===== src/rtl/i2c_wr_pkg.sv =====
package i2c_wr_pkg;
  localparam int REG_AW = 3;
  localparam int CNT_W  = 8;

  localparam logic [REG_AW-1:0] A_ENABLE = 3'd0;
  localparam logic [REG_AW-1:0] A_CMD    = 3'd1;
  localparam logic [REG_AW-1:0] A_DIV    = 3'd2;
  localparam logic [REG_AW-1:0] A_STAT   = 3'd3;
  localparam logic [REG_AW-1:0] A_CLEAR  = 3'd4;
  localparam logic [REG_AW-1:0] A_TXB    = 3'd5;

  // command word bit positions (software encoding)
  localparam int CMD_DIR  = 10;
  localparam int CMD_GO   = 13;
  localparam int CMD_CNT  = 16;
  localparam int CMD_AUTO = 25;

  // status word bit positions
  localparam int SB_TXE  = 0;
  localparam int SB_REQ  = 1;
  localparam int SB_NACK = 4;
  localparam int SB_STOP = 5;
  localparam int SB_BUSY = 15;

  typedef enum logic [2:0] {
    ST_IDLE,
    ST_START,
    ST_BIT,
    ST_WAIT,
    ST_STOP
  } eng_st_e;
endpackage


===== src/rtl/i2c_wr_tick.sv =====
module i2c_wr_tick #(
  parameter int DIV_W = 16
) (
  input  logic             clk,
  input  logic             srst,
  input  logic             run,
  input  logic [DIV_W-1:0] div,
  output logic             tick
);
  logic [DIV_W-1:0] cnt_q;

  // one tick every div+1 cycles marks the end of a quarter bit
  always_ff @(posedge clk) begin
    if (srst || !run) begin
      cnt_q <= '0;
      tick  <= 1'b0;
    end else if (cnt_q >= div) begin
      cnt_q <= '0;
      tick  <= 1'b1;
    end else begin
      cnt_q <= cnt_q + 1'b1;
      tick  <= 1'b0;
    end
  end
endmodule


===== src/rtl/i2c_wr_engine.sv =====
module i2c_wr_engine
  import i2c_wr_pkg::*;
#(
  parameter int BYTE_W = 8
) (
  input  logic             clk,
  input  logic             srst,
  input  logic             tick,
  input  logic             start,
  input  logic [6:0]       addr7,
  input  logic [CNT_W-1:0] count,
  input  logic             tx_valid,
  input  logic [7:0]       tx_byte,
  input  logic             sda_s,
  output logic             run,
  output logic             tx_take,
  output logic             ev_req,
  output logic             ev_nack,
  output logic             ev_stop,
  output logic             busy,
  output logic             scl_oe,
  output logic             sda_oe
);
  localparam int          SLOT_W   = $clog2(BYTE_W + 1);
  localparam logic [SLOT_W-1:0] ACK_SLOT = SLOT_W'(BYTE_W);

  eng_st_e           st_q;
  logic [1:0]        q_q;
  logic [SLOT_W-1:0] bitn_q;
  logic [7:0]        sh_q;
  logic [CNT_W-1:0]  rem_q;
  logic              scl_d, sda_d, bitph_q;

  assign run = (st_q != ST_IDLE);

  // Line levels per state and quarter. SDA is held through quarter 0 so
  // that it never moves in the same cycle as an SCL edge.
  always_comb begin
    scl_d = 1'b0;
    sda_d = 1'b0;
    unique case (st_q)
      ST_IDLE:  ;
      ST_START: begin
        sda_d = (q_q != 2'd0);
        scl_d = (q_q == 2'd3);
      end
      ST_BIT: begin
        scl_d = (q_q < 2'd2);
        if (q_q == 2'd0) sda_d = sda_oe;
        else             sda_d = (bitn_q == ACK_SLOT) ? 1'b0 : !sh_q[7];
      end
      ST_WAIT: begin
        scl_d = 1'b1;
        sda_d = sda_oe;
      end
      ST_STOP: begin
        scl_d = (q_q < 2'd2);
        sda_d = (q_q == 2'd0) ? sda_oe : (q_q != 2'd3);
      end
      default: ;
    endcase
  end

  always_ff @(posedge clk) begin
    if (srst) begin
      st_q    <= ST_IDLE;
      q_q     <= 2'd0;
      bitn_q  <= '0;
      sh_q    <= '0;
      rem_q   <= '0;
      busy    <= 1'b0;
      tx_take <= 1'b0;
      ev_req  <= 1'b0;
      ev_nack <= 1'b0;
      ev_stop <= 1'b0;
      scl_oe  <= 1'b0;
      sda_oe  <= 1'b0;
      bitph_q <= 1'b0;
    end else begin
      tx_take <= 1'b0;
      ev_req  <= 1'b0;
      ev_nack <= 1'b0;
      ev_stop <= 1'b0;
      scl_oe  <= scl_d;
      sda_oe  <= sda_d;
      bitph_q <= (st_q == ST_BIT);
      unique case (st_q)
        ST_IDLE: begin
          if (start) begin
            st_q   <= ST_START;
            q_q    <= 2'd0;
            sh_q   <= {addr7, 1'b0};
            bitn_q <= '0;
            rem_q  <= count;
            busy   <= 1'b1;
          end
        end
        ST_START: begin
          if (tick) begin
            q_q <= q_q + 2'd1;
            if (q_q == 2'd3) st_q <= ST_BIT;
          end
        end
        ST_BIT: begin
          if (tick) begin
            q_q <= q_q + 2'd1;
            if (q_q == 2'd3) begin
              if (bitn_q != ACK_SLOT) begin
                sh_q   <= {sh_q[6:0], 1'b0};
                bitn_q <= bitn_q + 1'b1;
              end else begin
                bitn_q <= '0;
                if (sda_s) begin
                  ev_nack <= 1'b1;
                  st_q    <= ST_STOP;
                end else if (rem_q == '0) begin
                  st_q <= ST_STOP;
                end else begin
                  ev_req <= 1'b1;
                  st_q   <= ST_WAIT;
                end
              end
            end
          end
        end
        ST_WAIT: begin
          if (tick && tx_valid) begin
            tx_take <= 1'b1;
            sh_q    <= tx_byte;
            rem_q   <= rem_q - 1'b1;
            q_q     <= 2'd0;
            st_q    <= ST_BIT;
          end
        end
        ST_STOP: begin
          if (tick) begin
            q_q <= q_q + 2'd1;
            if (q_q == 2'd3) begin
              st_q    <= ST_IDLE;
              busy    <= 1'b0;
              ev_stop <= 1'b1;
            end
          end
        end
        default: st_q <= ST_IDLE;
      endcase
    end
  end

  AST_SDA_STABLE_SCL_HIGH: assert property (@(posedge clk) disable iff (srst)
    (bitph_q && $past(bitph_q) && !scl_oe && $past(!scl_oe)) |-> $stable(sda_oe));
  AST_IDLE_BUS_FREE: assert property (@(posedge clk) disable iff (srst)
    (st_q == ST_IDLE && $past(st_q == ST_IDLE)) |-> (!scl_oe && !sda_oe));
  AST_EVT_EXCL: assert property (@(posedge clk) disable iff (srst)
    $onehot0({ev_req, ev_nack, tx_take}));
  AST_WAIT_HOLDS_SCL: assert property (@(posedge clk) disable iff (srst)
    (st_q == ST_WAIT && $past(st_q == ST_WAIT)) |-> scl_oe);
endmodule


===== src/rtl/i2c_wr_regs.sv =====
module i2c_wr_regs
  import i2c_wr_pkg::*;
#(
  parameter int          DIV_W     = 16,
  parameter int unsigned DIV_RESET = 9
) (
  input  logic              clk,
  input  logic              rst,
  input  logic              wr,
  input  logic [REG_AW-1:0] addr,
  input  logic [31:0]       wdata,
  output logic [31:0]       rdata,
  output logic              srst,
  output logic              start,
  output logic [6:0]        addr7,
  output logic [CNT_W-1:0]  count,
  output logic [DIV_W-1:0]  div,
  output logic              tx_valid,
  output logic [7:0]        tx_byte,
  input  logic              tx_take,
  input  logic              ev_req,
  input  logic              ev_nack,
  input  logic              ev_stop,
  input  logic              busy
);
  logic             en_q, req_q, nack_q, stop_q, full_q;
  logic [DIV_W-1:0] div_q;
  logic [31:0]      stat, cmd_img;
  logic             wr_en, wr_cmd, wr_div, wr_clr, wr_txb, cmd_ok;
  logic             unused_wdata;

  assign unused_wdata = ^wdata;
  assign wr_en  = wr && (addr == A_ENABLE);
  assign wr_cmd = wr && (addr == A_CMD);
  assign wr_div = wr && (addr == A_DIV);
  assign wr_clr = wr && (addr == A_CLEAR);
  assign wr_txb = wr && (addr == A_TXB);
  assign cmd_ok = wdata[CMD_GO] && !wdata[CMD_DIR] && wdata[CMD_AUTO];

  // configuration survives disable; only the global reset touches it
  always_ff @(posedge clk) begin
    if (rst) begin
      en_q  <= 1'b0;
      div_q <= DIV_W'(DIV_RESET);
    end else begin
      if (wr_en)  en_q  <= wdata[0];
      if (wr_div) div_q <= wdata[DIV_W-1:0];
    end
  end

  assign srst     = rst || !en_q;
  assign div      = div_q;
  assign tx_valid = full_q;

  always_ff @(posedge clk) begin
    if (srst) begin
      start   <= 1'b0;
      addr7   <= '0;
      count   <= '0;
      full_q  <= 1'b0;
      tx_byte <= '0;
      req_q   <= 1'b0;
      nack_q  <= 1'b0;
      stop_q  <= 1'b0;
    end else begin
      start <= wr_cmd && cmd_ok && !busy && !start;
      if (wr_cmd && cmd_ok && !busy && !start) begin
        addr7 <= wdata[7:1];
        count <= wdata[CMD_CNT +: CNT_W];
      end
      if (wr_txb) begin
        tx_byte <= wdata[7:0];
        full_q  <= 1'b1;
      end else if (tx_take) begin
        full_q  <= 1'b0;
      end
      if (ev_req)      req_q <= 1'b1;
      else if (wr_txb) req_q <= 1'b0;
      if (ev_nack)                      nack_q <= 1'b1;
      else if (wr_clr && wdata[SB_NACK]) nack_q <= 1'b0;
      if (ev_stop)                      stop_q <= 1'b1;
      else if (wr_clr && wdata[SB_STOP]) stop_q <= 1'b0;
    end
  end

  always_comb begin
    stat          = '0;
    stat[SB_TXE]  = !full_q;
    stat[SB_REQ]  = req_q;
    stat[SB_NACK] = nack_q;
    stat[SB_STOP] = stop_q;
    stat[SB_BUSY] = busy;
    cmd_img       = '0;
    cmd_img[7:1]  = addr7;
    cmd_img[CMD_CNT +: CNT_W] = count;
  end

  always_ff @(posedge clk) begin
    if (rst) begin
      rdata <= '0;
    end else begin
      unique case (addr)
        A_ENABLE: rdata <= {31'd0, en_q};
        A_CMD:    rdata <= cmd_img;
        A_DIV:    rdata <= 32'(div_q);
        A_STAT:   rdata <= stat;
        default:  rdata <= '0;
      endcase
    end
  end

  AST_NACK_NO_REQ: assert property (@(posedge clk) disable iff (srst)
    ev_nack |=> !req_q);
  AST_CLEAR_NACK: assert property (@(posedge clk) disable iff (srst)
    (wr_clr && wdata[SB_NACK] && !ev_nack) |=> !nack_q);
  AST_STOP_LATCH: assert property (@(posedge clk) disable iff (srst)
    ev_stop |=> (stop_q && !busy));
  AST_LOAD_DROPS_REQ: assert property (@(posedge clk) disable iff (srst)
    (wr_txb && !ev_req) |=> !req_q);
endmodule


===== src/rtl/i2c_wr_master.sv =====
module i2c_wr_master
  import i2c_wr_pkg::*;
#(
  parameter int          DIV_W       = 16,
  parameter int unsigned DIV_RESET   = 9,
  parameter int          SYNC_STAGES = 2
) (
  input  logic              clk,
  input  logic              rst,
  input  logic              reg_wr,
  input  logic [REG_AW-1:0] reg_addr,
  input  logic [31:0]       reg_wdata,
  output logic [31:0]       reg_rdata,
  input  logic              sda_in,
  output logic              scl_oe,
  output logic              sda_oe
);
  logic [SYNC_STAGES-1:0] sda_sync_q;
  logic             srst, start, tick, run, tx_valid, tx_take;
  logic             ev_req, ev_nack, ev_stop, busy;
  logic [6:0]       addr7;
  logic [CNT_W-1:0] count;
  logic [DIV_W-1:0] div;
  logic [7:0]       tx_byte;

  always_ff @(posedge clk) begin
    if (rst) sda_sync_q <= '1;
    else     sda_sync_q <= {sda_sync_q[SYNC_STAGES-2:0], sda_in};
  end

  i2c_wr_regs #(.DIV_W(DIV_W), .DIV_RESET(DIV_RESET)) u_regs (
    .clk(clk), .rst(rst), .wr(reg_wr), .addr(reg_addr), .wdata(reg_wdata),
    .rdata(reg_rdata), .srst(srst), .start(start), .addr7(addr7),
    .count(count), .div(div), .tx_valid(tx_valid), .tx_byte(tx_byte),
    .tx_take(tx_take), .ev_req(ev_req), .ev_nack(ev_nack),
    .ev_stop(ev_stop), .busy(busy)
  );

  i2c_wr_tick #(.DIV_W(DIV_W)) u_tick (
    .clk(clk), .srst(srst), .run(run), .div(div), .tick(tick)
  );

  i2c_wr_engine u_eng (
    .clk(clk), .srst(srst), .tick(tick), .start(start), .addr7(addr7),
    .count(count), .tx_valid(tx_valid), .tx_byte(tx_byte),
    .sda_s(sda_sync_q[SYNC_STAGES-1]), .run(run), .tx_take(tx_take),
    .ev_req(ev_req), .ev_nack(ev_nack), .ev_stop(ev_stop), .busy(busy),
    .scl_oe(scl_oe), .sda_oe(sda_oe)
  );
endmodule


===== config.mk =====
export PLATFORM = sky130hd
export DESIGN_NAME = i2c_wr_master
export DESIGN_NICKNAME = d
export VERILOG_FILES = /design/src/rtl/i2c_wr_pkg.sv /design/src/rtl/i2c_wr_tick.sv /design/src/rtl/i2c_wr_engine.sv /design/src/rtl/i2c_wr_regs.sv /design/src/rtl/i2c_wr_master.sv
export SDC_FILE = /design/constraint.sdc
export NUM_CORES = 1
export LEC_CHECK = 0
export ABC_AREA = 1
export ABC_CLOCK_PERIOD_IN_PS = 1600
export BUFFER_PORTS_ARGS = -buffer_cell sky130_fd_sc_hd__buf_2
export CAP_MARGIN = 20
export CORE_AREA = 8 8 130 132
export CTS_CLUSTER_SIZE = 24
export DETAILED_ROUTE_END_ITERATION = 8
export DIE_AREA = 0 0 138 140
export HOLD_SLACK_MARGIN = 0.05
export PLACE_DENSITY = 0.65
export SETUP_SLACK_MARGIN = 0.4
export SYNTH_ARGS = -nofsm -noshare
export SYNTH_HDL_FRONTEND = slang
export SYNTH_SLANG_ARGS = --single-unit

===== constraint.sdc =====
create_clock -name clk -period 1.6 [get_ports clk]
set_input_delay 0.08 -clock clk [delete_from_list [all_inputs] [get_ports clk]]
set_output_delay 0.08 -clock clk [all_outputs]
set_load 0.03 [all_outputs]

==> flow_summary.yaml, run 1 <==
outcome:
  status: "finished clean"
synthesis:
  seq_area_frac_synth_pct: 42.68
  synth_ff_type: "dfxtp_1"
  synth-edff-count: 0
  muxShareOfSynthArea_pct: 0
  ys_warn_count: 0
  async_reset_ff_share_pct: 0
  netlist_area_sq_um: 5629
  yosys.area_share.adder_pct: 4.890
  ys_types: 39
  synthCells: 764
  synth_seq_cells: 120
  synth_top_family_by_area: "simple AND/OR/NAND/NOR gates"
  postSynthAreaPerCell_sq_um: 7.368
  synth_xor_area_share_pct: 1.867
  synthSimpleGateAreaFrac_pct: 27.72
  synth_compound_area_share_pct: 12.42
cells_and_area:
  synthToLayoutAreaGrowth_pct: 44.17
  nFillCells: 1348
  final-seq-area_sq_um: 2450
  nets: 968
  final_cells: 1109
  design_area_sq_um: 8115
  drive_gt1_share_pct: 36.20
  multi_input_area_sq_um: 3268
  final_cell_mix: "103 x nand2_1, 101 x nor2_1, 94 x dfxtp_1"
  final_common_cell: "nand2_1"
timing:
  max_freq_mhz: 662.3
  grt_setup_unrepaired: "true"
  slew_viol_final: 0
  fin_crit_sh_pct: 94.37
  finalHoldViolCount: 0
  fin_crit_ns: 1.510
  finalClockSkew_ns: 0.007610
  tns_ns: 0
  finalSetupViolCount: 0
  fin_hold_ws_ns: 0.07036
critical_path:
  rr_worst_depth: 11
  worstPathMaxFanout: 8
  crit_arrival_ns: 1.86
  critPathCaptureType: "register"
  regToRegSetupSlack_ns: 0.09
  crit_required_ns: 1.95
  crit_path_start_kind: "register"
  critPathKind: "register to register"
drt:
  wl_met1_mm: 6.532
  dr_wl_met3_um: 472
  drc: 0
  wl_per_cell_um: 13.64
  dr.pass1.iters: 4
  top_layer_used: "met4"
  wl_met2_mm: 7.675
  drt_iter0_drc: 274
  ant_nets: 0
  drt-total-wl_mm: 15.12
  avgViaCountPerCell: 4.759
  vias: 5278
place:
  port_buffers: 57
  place_inst: 1010
  gp_congestion: 0.8638
  place_hpwl_mm: 10.02
  dpl-instance-area_sq_um: 6317
grt:
  grt-ovfl-total: 0
  grt_pass1_wl_mm: 24.03
  grt_max_degree: 37
  grt_antenna_before_repair: 1
  grtUsageTotal_pct: 15.14
  grt_pass1_vias: 5037
hold_path:
  hold_path_depth: 4
  hp-class: "input port to register"
floorplan:
  die_w_um: 138
  start_util_pct: 37.87
  core_area_sq_um: 14860
  design.portCount: 73
  dieHeight_um: 140
  die_area_sq_um: 19320
  fp-row-count: 45
clock_network:
  root_buffer: "clkbuf_16"
  htreeDepth: 4
  cts.sinks: 120
  cts_tree: "built"
  clockBufferDepth: 2
  path_clk_slew_ns: 0.05
  worst_skew_pair.late_latency_ns: 0.42
  numCtsBuffers: 17
run:
  cap_viol_max_count: 0
power_and_ir_drop:
  design_power_total_mw: 6.789
  cellPowerDensity_nw_per_um2: 836.5
  leakage_nw: 3.287
  peakVddDrop_uv: 587.7
==> cell type report <==
type / count / area share (%)
multi-input cells: 520 / 40.27
repair buffers: 146 / 14.66
diodes: 1 / 0.03084
clock inverters: 2 / 0.1233
flip-flops and latches: 120 / 30.19
clock buffers: 30 / 6.460
well taps: 188 / 2.899
inverters: 102 / 5.365
==> per-stage QoR <==
step | setup slack (ns) | utilization [%]
floorplan | 0.1587 | -
global placement | 0.09917 | 42.50
detailed placement | 0.07776 | 42.50
CTS | 0.1395 | 51.38
global route | -0.02098 | 54.60
finish | 0.09002 | 54.60
==> critical path, cell delays in order, from the launching register on <==
cell	delay (ns)
dfxtp_4	0.35
ha_4	0.24
nand2_2	0.06
inv_2	0.04
nand2_2	0.07
nor2_2	0.04
nor2_1	0.14
nand2_1	0.09
nand2_2	0.08
nand3_4	0.09
buf_8	0.15
nor2_1	0.08
==> where the power goes <==
group	switching, mW	leakage, nW	internal (mW)
Sequential	0.00858	0.982	3.00
Clock	1.27	0.263	2.18
Combinational	0.192	2.04	0.132
Total	1.47	3.29	5.32
==> cell families (layout without fill, tap and decap cells) <==
group | count (synthesis) | after routing
DFF | 120 | 120
AOI/OAI and AO/OA | 132 | 132
xor gates and xnor gates | 12 | 12
other | 1 | 9
and+or+nand+nor | 345 | 346
buffers and inverters | 132 | 280
adders and majority gates | 22 | 22
==> worst paths after layout <==
path	startpoint	end
setup reg to reg	u_tick.cnt_q[7]	u_tick.cnt_q[4]
setup / recovery	u_tick.cnt_q[7]	u_tick.cnt_q[4]
hold reg to reg	sda_sync_q[0]	sda_sync_q[1]
hold / removal	reg_addr[0]	u_regs.en_q
==> cells in the mapped netlist, types with 2 or more instances <==
| library cell | number | area (sq um) |
|---|---|---|
| xnor2_1 | 5 | 43.79 |
| o21ai_0 | 54 | 270.3 |
| or2_2 | 3 | 18.77 |
| o221ai_1 | 3 | 26.28 |
| nor3_1 | 15 | 75.07 |
| inv_4 | 2 | 12.51 |
| a21oi_1 | 53 | 265.3 |
| nand2_2 | 4 | 25.02 |
| ha_1 | 22 | 275.3 |
| nor2_4 | 6 | 67.56 |
| xor2_1 | 7 | 61.31 |
| inv_2 | 7 | 26.28 |
| nor2_2 | 9 | 56.30 |
| dfxtp_1 | 120 | 2402 |
| nand4_1 | 7 | 43.79 |
| o21ai_1 | 11 | 55.05 |
| buf_6 | 6 | 67.56 |
| nand3_1 | 33 | 165.2 |
| a22oi_1 | 4 | 30.03 |
| nand2_1 | 137 | 514.2 |
| buf_4 | 8 | 60.06 |
| buf_2 | 5 | 25.02 |
| nor2_1 | 119 | 446.7 |
| nand3_2 | 5 | 50.05 |
| clkbuf_1 | 10 | 37.54 |
| nand2_4 | 3 | 33.78 |
| inv_1 | 92 | 345.3 |
| o211ai_1 | 3 | 22.52 |
==> repair_timing <==
action,CTS,global route
endpoints found under the hold margin,48,0
pin swaps,41,47
setup buffers,25,13
hold buffers,27,0
cloned,1,0
endpoints found under the setup margin,45,71
resized for setup,83,109
==> sequential cells by signal, summed over array words and instances (netlist names), 3 cells and up <==
register and cells:
u_eng.rem_q 8, u_regs.count 8, u_eng.bitn_q 4, u_regs.tx_byte 8
u_regs.addr7 7, u_regs.rdata 24, u_eng.st_q 3, u_tick.cnt_q 16
u_eng.sh_q 8, u_regs.div 16
==> routing by layer <==
layer,vias up,GRT usage (%)
met2,91,26.26
met4,0,6.693
met1,2434,17.14
li1,2714,-
met5,-,0
met3,39,3.955
No activity file was read; power rests on OpenSTA's default activity.
==> run 2, diff against run 1 <==
--- a/config.mk
+++ b/config.mk
@@ -8,13 +8,15 @@
 export ABC_AREA = 1
 export ABC_CLOCK_PERIOD_IN_PS = 1600
 export BUFFER_PORTS_ARGS = -buffer_cell sky130_fd_sc_hd__buf_2
-export CAP_MARGIN = 20
-export CORE_AREA = 8 8 130 132
+export CAP_MARGIN = 30
+export CELL_PAD_IN_SITES_DETAIL_PLACEMENT = 1
+export CELL_PAD_IN_SITES_GLOBAL_PLACEMENT = 2
+export CORE_AREA = 8 8 140 142
 export CTS_CLUSTER_SIZE = 24
 export DETAILED_ROUTE_END_ITERATION = 8
-export DIE_AREA = 0 0 138 140
+export DIE_AREA = 0 0 148 150
 export HOLD_SLACK_MARGIN = 0.05
-export PLACE_DENSITY = 0.65
+export PLACE_DENSITY = 0.87
 export SETUP_SLACK_MARGIN = 0.4
 export SYNTH_ARGS = -nofsm -noshare
 export SYNTH_HDL_FRONTEND = slang
==> run 2 against run 1 <==
Against the previous run:
- first-iteration DRC count is 38% lower
- core utilization down 4.7 points
- power is 11% higher
- register-to-register slack lost 0.05 ns
- routed wire length grew 30%
- combinational power up 12%
- setup slack lost 0.050 ns
- sequential share of layout area down 2.2 points
==> flow_summary.yaml, run 2 (synthesized netlist as in run 1, its figures left out) <==
power_and_ir_drop:
  power.switching_mw: 1.667
  combPwrFrac_pct: 4.8
  seqPwrFrac_pct: 39.9
  leakage_nw: 3.480
  clkPwrFrac_pct: 55.2
  power_switching_share_pct: 22.10
  cellPowerDensity_nw_per_um2: 861.9
  peakVddDrop_uv: 708.8
  internal_power_mw: 5.875
place:
  gp_congestion: 0.7843
  dpl-instance-area_sq_um: 6416
  place_hpwl_mm: 11.92
  place_inst: 1059
  port_buffers: 57
clock_network:
  worst_skew_pair.late_latency_ns: 0.42
  cts_tree: "built"
  cts.sinks: 120
  root_buffer: "clkbuf_16"
  htreeDepth: 4
  path_clk_slew_ns: 0.06
  numCtsBuffers: 17
  clockBufferDepth: 2
critical_path:
  rr_worst_depth: 10
  critPathKind: "register to register"
  worstPathMaxFanout: 8
  crit_required_ns: 1.96
  critPathCaptureType: "register"
  crit_arrival_ns: 1.92
  crit_path_start_kind: "register"
grt:
  grtUsageTotal_pct: 16.63
  grt_max_degree: 37
  grt_pass1_vias: 5709
  grt_antenna_before_repair: 1
  grt_pass1_wl_mm: 28.77
  grt-ovfl-total: 0
floorplan:
  design.portCount: 73
  die_w_um: 148
  start_util_pct: 32.10
  die_area_sq_um: 22200
  fp-row-count: 49
  dieHeight_um: 150
  core_area_sq_um: 17530
drt:
  vias: 5572
  ant_nets: 0
  avgViaCountPerCell: 4.771
  drc: 0
  drt_iter0_drc: 170
  wl_per_cell_um: 16.80
  drt-total-wl_mm: 19.62
  dr.pass1.iters: 4
cells_and_area:
  regMostFlops: "u_regs.rdata"
  drive_gt1_share_pct: 42.22
  final_cells: 1168
  nets: 986
  final_cell_mix: "96 x dfxtp_1, 93 x nand2_1, 80 x nor2_1"
  synthToLayoutAreaGrowth_pct: 55.46
  final_common_cell: "dfxtp_1"
  largest_reg_flops: 24
  design_area_sq_um: 8751
timing:
  tns_ns: 0
  fin_crit_ns: 1.560
  fin_hold_ws_ns: 0.08195
  slew_viol_final: 0
  finalClockSkew_ns: 0.006891
  fin_crit_sh_pct: 97.48
  finalSetupViolCount: 0
  max_freq_mhz: 641.2
  finalHoldViolCount: 0
  grt_setup_unrepaired: "true"
outcome:
  status: "finished clean"
run:
  cap_viol_max_count: 0
hold_path:
  hp-class: "input port to register"
  hold_path_depth: 4
[run 2: cell count changes in the layout (fill, tap and decap cells not counted), moves of 8 or more]
cell / change
buf_4: +8
nand2_1: -10
nor2_1: -21
nor2_4: +19
o21ai_0: -19
o21ai_2: +15
[run 2: cell type report]
type / instances / area, sq um
flip-flops and latches: 120 / 2445
repair buffers: 162 / 1379
diodes: 1 / 2.502
inverters: 102 / 454.2
multi-input cells: 520 / 3520
well taps: 229 / 286.5
fillers: 2080 / 8783
clock buffers: 21 / 470.5
clock inverters: 11 / 168.9
repair inverters: 2 / 25.02
[run 2: timing repair]
action / 4_1_cts / 5_1_grt
setup endpoints to repair: 64 / 72
gates cloned: 4 / 2
pin swaps: 56 / 76
hold endpoints to repair: 45 / 0
hold buffers: 28 / 0
gates resized for setup: 137 / 154
setup buffers: 17 / 25
[run 2: worst max-delay path: stages, from the launching register on]
cell     delay [ns]
dfxtp_2        0.32
inv_2          0.05
ha_1           0.28
nand2_1        0.08
inv_2          0.04
nand2_1        0.07
a21oi_2        0.06
nor2_2         0.19
nand3_4        0.14
buf_12         0.18
nor2_4         0.09
[run 2: worst paths after layout]
| check | endpoint | slack (ns) | from |
|---|---|---|---|
| max | u_tick.cnt_q[7] | 0.04 | u_regs.div[10] |
| min | u_regs.rdata[3] | 0.08 | reg_addr[2] |
| max reg2reg | u_tick.cnt_q[7] | 0.04 | u_regs.div[10] |
| min reg2reg | sda_sync_q[1] | 0.41 | sda_sync_q[0] |
[run 2: through the flow]
step / power, mW / setup WS, ns / utilization, %
detailed placement: 3.335 / 0.002923 / 36.59
floorplan: 3.242 / 0.1587 / -
CTS: 7.573 / 0.05878 / 45.54
finish: 7.542 / 0.04039 / 49.91
global placement: 3.334 / 0.06939 / 36.59
global route: 7.796 / -0.03493 / 49.91
[run 2: routing by layer]
metal | vias up | global-route usage (%) | share of wire [%]
li1 | 2763 | - | -
met1 | 2687 | 17.96 | 41
met2 | 84 | 30.21 | 54
met3 | 38 | 3.901 | 2.7
met4 | 0 | 7.802 | 2.6
met5 | - | 0 | 0
[run 2: power by group through the flow]
stage          Combinational (mW)  Sequential [mW]  Clock (mW)
4_1_cts                     0.328             3.01        4.23
5_1_grt                     0.393             3.01        4.39
2_1_floorplan               0.155             3.09           0
3_5_place_dp                0.253             3.08           0
3_3_place_gp                0.253             3.08           0
6_report                    0.364             3.01        4.17
